===== src/rtl/swar_popcount.sv =====
module swar_popcount #(
  parameter bit USE_MUL = 1'b0,
  parameter int PIPE    = 1
) (
  input  logic        clk,
  input  logic        rst_n,
  input  logic        in_valid,
  input  logic [63:0] in_data,
  output logic        out_valid,
  output logic [6:0]  out_count
);
  localparam int W  = 64;
  localparam int CW = 7;
  localparam logic [W-1:0] PAIR_MASK = {(W/2){2'b01}};
  localparam logic [W-1:0] NIB_MASK  = {(W/4){4'b0011}};
  localparam logic [W-1:0] BYTE_MASK = {(W/8){8'h0f}};
  localparam logic [W-1:0] BYTE_ONES = {(W/8){8'h01}};

  logic [W-1:0] c2, c4, c8, c8_r;
  logic         v_r;
  logic [7:0]   total;

  assign c2 = in_data - ((in_data >> 1) & PAIR_MASK);
  assign c4 = (c2 & NIB_MASK) + ((c2 >> 2) & NIB_MASK);
  assign c8 = (c4 + (c4 >> 4)) & BYTE_MASK;

  generate
    if (PIPE == 1) begin : g_reg
      always_ff @(posedge clk or negedge rst_n) begin
        if (!rst_n) begin
          v_r  <= 1'b0;
          c8_r <= '0;
        end else begin
          v_r  <= in_valid;
          c8_r <= c8;
        end
      end
    end else begin : g_comb
      assign v_r  = in_valid;
      assign c8_r = c8;
    end
  endgenerate

  generate
    if (USE_MUL) begin : g_mul
      logic [W-1:0] prod;
      assign prod  = c8_r * BYTE_ONES;
      assign total = prod[W-1 -: 8];
    end else begin : g_add
      logic [W-1:0] c16, c32, c64;
      assign c16   = c8_r + (c8_r >> 8);
      assign c32   = c16 + (c16 >> 16);
      assign c64   = c32 + (c32 >> 32);
      assign total = c64[7:0];
    end
  endgenerate

  assign out_valid = v_r;
  assign out_count = total[CW-1:0];
endmodule


===== config.mk =====
export PLATFORM = sky130hd
export DESIGN_NAME = swar_popcount
export DESIGN_NICKNAME = d
export VERILOG_FILES = /design/src/rtl/swar_popcount.sv
export SDC_FILE = /design/constraint.sdc
export NUM_CORES = 1
export LEC_CHECK = 0
export ABC_AREA = 1
export BUFFER_PORTS_ARGS = -buffer_cell sky130_fd_sc_hd__buf_4
export CAP_MARGIN = 5
export CELL_PAD_IN_SITES_DETAIL_PLACEMENT = 1
export CELL_PAD_IN_SITES_GLOBAL_PLACEMENT = 2
export CORE_MARGIN = 5
export CORE_UTILIZATION = 34
export CTS_BUF_LIST = sky130_fd_sc_hd__clkbuf_16
export CTS_CLUSTER_SIZE = 14
export DETAILED_ROUTE_END_ITERATION = 6
export PLACE_DENSITY = 0.82
export SLEW_MARGIN = 0
export SYNTH_ARGS = -nofsm -noshare
export SYNTH_HDL_FRONTEND = slang
export SYNTH_SLANG_ARGS = --single-unit

===== constraint.sdc =====
create_clock -name clk -period 4 [get_ports clk]
set_clock_uncertainty 0.1 [all_clocks]
set_input_delay 0.2 -clock clk [delete_from_list [all_inputs] [get_ports clk]]
set_output_delay 0.2 -clock clk [all_outputs]
set_load 0.005 [all_outputs]

==> results of run 1 <==
## critical path: cells and delay by family, from the launching register on
kind,cells,cell delay [ns]
buffers and inverters,3,0.26
DFF,1,0.36
AOI/OAI and AO/OA,3,0.53
and+or+nand+nor,2,0.17
xor gates and xnor gates,3,0.52
adders and majority gates,4,1.33
## cells in the mapped netlist, drive strengths merged
cell      n
xor2     58
a21oi    67
nor2    114
o21bai   14
o211ai    2
nand2   358
or2       1
o21ai    18
a31oi     4
nand3    68
fa       31
and2      1
nor4      2
ha      144
nor3     10
dfrtp    33
xnor2     8
a211oi    1
a21o      2
inv     300
nand4     9
nand3b    1
## cell families (layout without fill, tap and decap cells)
family	after synthesis	count (layout)	share of synthesized area
AND/OR/NAND/NOR	564	564	0.3169
buffers and inverters	300	384	0.1384
adder cells (fa/ha/maj)	175	175	0.2978
AO/OA/AOI/OAI	108	108	0.07430
XOR/XNOR	66	66	0.07107
flip-flops	33	33	0.1015
## power breakdown
part / switching (uW) / internal (uW) / leakage (uW)
registers: 83.7 / 502 / 0.000395
logic: 3910 / 3670 / 0.00475
clock network: 132 / 289 / 0.0000826
total: 4130 / 4460 / 0.00523
## final cells by class
type | count | area [um^2] | area share
Sequential cell | 33 | 825.8 | 0.08897
Timing Repair Buffer | 76 | 575.6 | 0.06201
Multi-Input combinational cell | 913 | 6192 | 0.6672
Clock buffer | 5 | 125.1 | 0.01348
Inverter | 300 | 1126 | 0.1213
Tap cell | 319 | 399.1 | 0.04300
Clock inverter | 3 | 37.54 | 0.004044
## path summary, 6_finish.rpt
path | from | endpoint | slack (ns) | depth (start not counted)
worst max-delay path | c8_r[0] | out_count[5] | 0.24 | 15
min in group clk | in_data[1] | c8_r[0] | 0.41 | 7
max in group asynchronous | rst_n | c8_r[57] | 3.20 | 2
worst min-delay path | rst_n | c8_r[9] | 0.30 | 2
## state kept, by name, indices dropped and copies added, names as in the netlist
register / cells
c8_r: 32
out_valid: 1
## metrics by stage
stage          setup WS [ns]  std cells  hold slack (ns)
2_1_floorplan         0.8634       1246          -0.1956
3_5_place_dp          0.4958       1639          0.06560
3_3_place_gp          0.4914       1639          0.05431
6_report              0.2368       1649           0.2958
5_1_grt             -0.03805       1649           0.3554
4_1_cts               0.1770       1649           0.3082
## timing repair
action                                  in CTS  in global routing
hold buffers                                 2                  0
endpoints found under the setup margin       0                  3
hold endpoints to repair                    34                  0
gates resized for setup                      0                  3
## per-layer routing
| metal | routed length [um] | vias to the layer above |
|---|---|---|
| met2 | 12200 | 88 |
| li1 | - | 3949 |
| met1 | 13180 | 3623 |
| met4 | 163 | 0 |
| met3 | 576 | 14 |
| met5 | 0 | - |
==> metrics, run 1 <==
number of global-route vias before repair=8069; final core occ=0.3942; routed wire length=26.12 mm; clock transition at the registers of the reported paths=0.05 ns; count of pins over their slew limit=0; H-tree levels=2; cell with the largest stage delay on the worst path=sky130_fd_sc_hd__fa_1; largest fanout on the critical path=4; detailed placement HPWL=24.18 mm; I/O Buffers=74; Die ar.=27120 um^2; biggest area consumer among synthesized cells=sky130_fd_sc_hd__ha_1; class of the most critical hold timing path=in -> async; busiest metal layer after global routing=met2; category of the worst setup path capture point=output pin; number of warnings reported in the yosys synthesis log=0; routing usage on met1=0.2803; # IOs=75; global-route wire length before repair=41.89 mm; Max Freq=265.7 MHz; total of max-cap violations=0; maximum number of pins on one net before global-route repair=34; site row count=56; Final period util=0.9408; fraction of final layout cells with drive strength greater than 1=0.1481; total vias in the final route=7674; element type at the critical path start=flop; CTS Buffer Depth=2; most frequent cells in the layout=sky130_fd_sc_hd__nand2_1, sky130_fd_sc_hd__inv_1, sky130_fd_sc_hd__ha_1; number of violations reported at the end of detailed-routing iteration 0=290; Die H=164.7 um; Crit path largest cell delay=0.41 ns; PwrDens=925.0 nW/um^2; Synth cell types=32; average wire length per cell after detail routing=15.84 um; share of the yosys chip area belonging to registers=0.1015; share of Yosys cell area claimed by the top area cell type=0.2215; number of filler cells placed in the layout=3138; area of the core=23540 um^2; vias per cell=4.654; antenna violations before repair=0; number of setup buffers added after CTS=0; clock tree from TritonCTS=done; Hold Fails Final Rpt=0; critical path data required time=3.70 ns; leak pwr=0.005229 uW; gr usage total=0.1972; total congestion overflow after global routing=0; Global Route met2 Usage=0.3433; die extent in x=164.7 um; total power after layout=8585 uW; number of buffers added by the clock tree synthesis step=5; cells traversed along the worst timing path=ha_1 > fa_1 > xor2_1 > ha_1 > a21oi_1 > inv_1 > a31oi_2 > xor2_1 > inv_1 > ha_1 > a21oi_1 > nor2_1 > nor2_1 > xor2_1 > buf_4; synthesis-to-finish area growth=14.11%; minimum clock period=3.763 ns; Mapped Area=8134 um^2; count of TritonRoute iterations in the first routing pass=5; synthesized net count=1488; CTS Sinks=33; actual slew at the worst max-slew pin=0.4767 ns; antenna-violating nets left=0; data arrival time of the worst path=3.46 ns; DP Area=9089 um^2; cell types with the largest area share after synthesis=sky130_fd_sc_hd__ha_1, sky130_fd_sc_hd__nand2_1, sky130_fd_sc_hd__inv_1; post-synthesis average cell area=6.528 um^2; worst vdd rail ir drop=0.003385 V; most common cell after layout, fill and taps aside=sky130_fd_sc_hd__nand2_1; Setup-failing EPs final=0; number of instances in the synthesized netlist=1246; Seq cells post-synth=33; outcome=completed; number of antenna repair diodes=0; initial core utilization=0.3455; RePlAce Congestion=0.8661; final routed DRC violation total=0; post-route setup TNS=0 ns; met3 routing resource usage after global routing=0.008236; Slew HR=0.6788; Clock Tree Root=sky130_fd_sc_hd__clkbuf_16; finished layout cell area=9281 um^2; critical path type=reg -> out; Total Nets Final=1571
No activity file was read; power rests on OpenSTA's default activity.
==> run 2, diff against run 1 <==
CELL_PAD_IN_SITES_DETAIL_PLACEMENT = unset   (was 1)
CELL_PAD_IN_SITES_GLOBAL_PLACEMENT = unset   (was 2)
CORE_UTILIZATION = 35   (was 34)
PLACE_DENSITY = 0.52   (was 0.82)
==> metrics, run 2 (same netlist as run 1, synthesis figures left out) <==
outcome=completed; combinational power share=0.886; number of instances resized during post-cts repair=0; number of global-route vias before repair=7300; total of max-cap violations=0; global-route wire length before repair=36.34 mm; CTS Buffer Depth=2; clock tree from TritonCTS=done; detailed placement HPWL=20.86 mm; fraction of final layout cells with drive strength greater than 1=0.1474; final routed DRC violation total=0; Die H=162.4 um; total congestion overflow after global routing=0; setup repair after global routing missed its margin=no; cell internal power dissipation=4304 uW; minimum clock period=3.731 ns; Worst Setup EP=out_count[6]; critical path data required time=3.70 ns; fraction of power spent switching nets=0.4715; number of buffers added by the clock tree synthesis step=5; top register by number of flip-flops=c8_r; antenna-violating nets left=0; gr usage total=0.1725; number of setup buffers added after CTS=0; PwrDens=881.3 nW/um^2; Setup-failing EPs final=0; number of violations reported at the end of detailed-routing iteration 0=332; Total Nets Final=1571; critical path type=reg -> out; portion of total power attributed to the clock network=0.043; average wire length per cell after detail routing=13.70 um; most common cell after layout, fill and taps aside=sky130_fd_sc_hd__nand2_1; vias per cell=4.481; H-tree levels=2; antenna violations before repair=0; Hold Fails Final Rpt=0; Max Freq=268.0 MHz; maximum number of pins on one net before global-route repair=34; # IOs=75; die extent in x=162.4 um; number of antenna repair diodes=0; max reg flops=32; proportion of power drawn by flip-flops and latches=0.071; net switching power of the design=3840 uW; most frequent cells in the layout=sky130_fd_sc_hd__nand2_1, sky130_fd_sc_hd__inv_1, sky130_fd_sc_hd__ha_1; timing startpoint of the critical path=c8_r[16]; post-route setup TNS=0 ns; area of the core=22780 um^2; site row count=55; routed wire length=22.51 mm; Min Hold Slack=0.3004 ns; initial core utilization=0.3571; count of pins over their slew limit=0; CTS Sinks=33; worst vdd rail ir drop=0.002947 V; element type at the critical path start=flop; clock transition at the registers of the reported paths=0.05 ns; class of the most critical hold timing path=in -> async; Slew HR=0.7252; category of the worst setup path capture point=output pin; synthesis-to-finish area growth=13.60%; count of TritonRoute iterations in the first routing pass=5; actual slew at the worst max-slew pin=0.4121 ns; largest fanout on the critical path=4; I/O Buffers=74; Final period util=0.9328; leak pwr=0.005220 uW; Die ar.=26390 um^2; data arrival time of the worst path=3.43 ns; CTS Hold Bufs=2; Clock Tree Root=sky130_fd_sc_hd__clkbuf_16; RePlAce Congestion=0.8993; total vias in the final route=7362
## run 2: changes by cell type in the layout (fill, tap and decap cells not counted), sizes merged
| cell | change |
|---|---|
| clkinv | +1 |
| bufinv | -1 |
## run 2: worst min path at each step
stage               slack, ns         to  cells after the start  start
floorplan               -0.20    c8_r[0]                      0  rst_n
global placement         0.07  out_valid                      1  rst_n
detailed placement       0.07  out_valid                      1  rst_n
CTS                      0.32  out_valid                      2  rst_n
global route             0.35    c8_r[2]                      2  rst_n
finish                   0.30    c8_r[2]                      2  rst_n
## run 2: cell type report
type / count / area [um^2]
Fill cell: 2454 / 13540
Sequential cell: 33 / 825.8
Clock buffer: 5 / 125.1
Inverter: 300 / 1126
Clock inverter: 3 / 13.76
Tap cell: 313 / 391.6
Multi-Input combinational cell: 913 / 6182
Timing Repair Buffer: 76 / 575.6
## run 2: per-stage QoR
stage	utilization	instance area [um^2]	instances	total power, uW	worst slack (ns)
floorplan	-	8134	1246	5246	0.8634
global placement	0.3987	9081	1633	7835	0.5974
detailed placement	0.3987	9081	1633	7918	0.5420
CTS	0.4057	9240	1643	8297	0.2330
global route	0.4057	9240	1643	9186	0.01555
finish	0.4057	9240	1643	8143	0.2687
## run 2: routing by layer
layer / wire (um) / up-vias / global-route usage
li1: - / 3968 / -
met1: 11590 / 3244 / 0.2545
met2: 9885 / 130 / 0.2787
met3: 700 / 20 / 0.01088
met4: 341 / 0 / 0.03460
met5: 0 / - / 0
## run 2: critical path, cell delays in order, from the launching register on
cell and delay (ns):
sky130_fd_sc_hd__dfrtp_1 0.37, sky130_fd_sc_hd__ha_1 0.22, sky130_fd_sc_hd__fa_1 0.41, sky130_fd_sc_hd__xor2_1 0.16, sky130_fd_sc_hd__ha_1 0.35, sky130_fd_sc_hd__a21oi_1 0.14
sky130_fd_sc_hd__inv_1 0.05, sky130_fd_sc_hd__a31oi_1 0.20, sky130_fd_sc_hd__xor2_1 0.17, sky130_fd_sc_hd__inv_1 0.06, sky130_fd_sc_hd__ha_1 0.34, sky130_fd_sc_hd__nand2_1 0.06
sky130_fd_sc_hd__o21ai_0 0.26, sky130_fd_sc_hd__a21oi_1 0.11, sky130_fd_sc_hd__o21bai_1 0.13, sky130_fd_sc_hd__buf_4 0.12
## run 2: power groups by stage
stage	Clock [uW]	Combinational [uW]	Sequential [uW]
CTS	365	7350	584
global route	374	8210	600
global placement	0	7250	585
finish	351	7210	578
floorplan	0	4680	565
detailed placement	0	7330	589
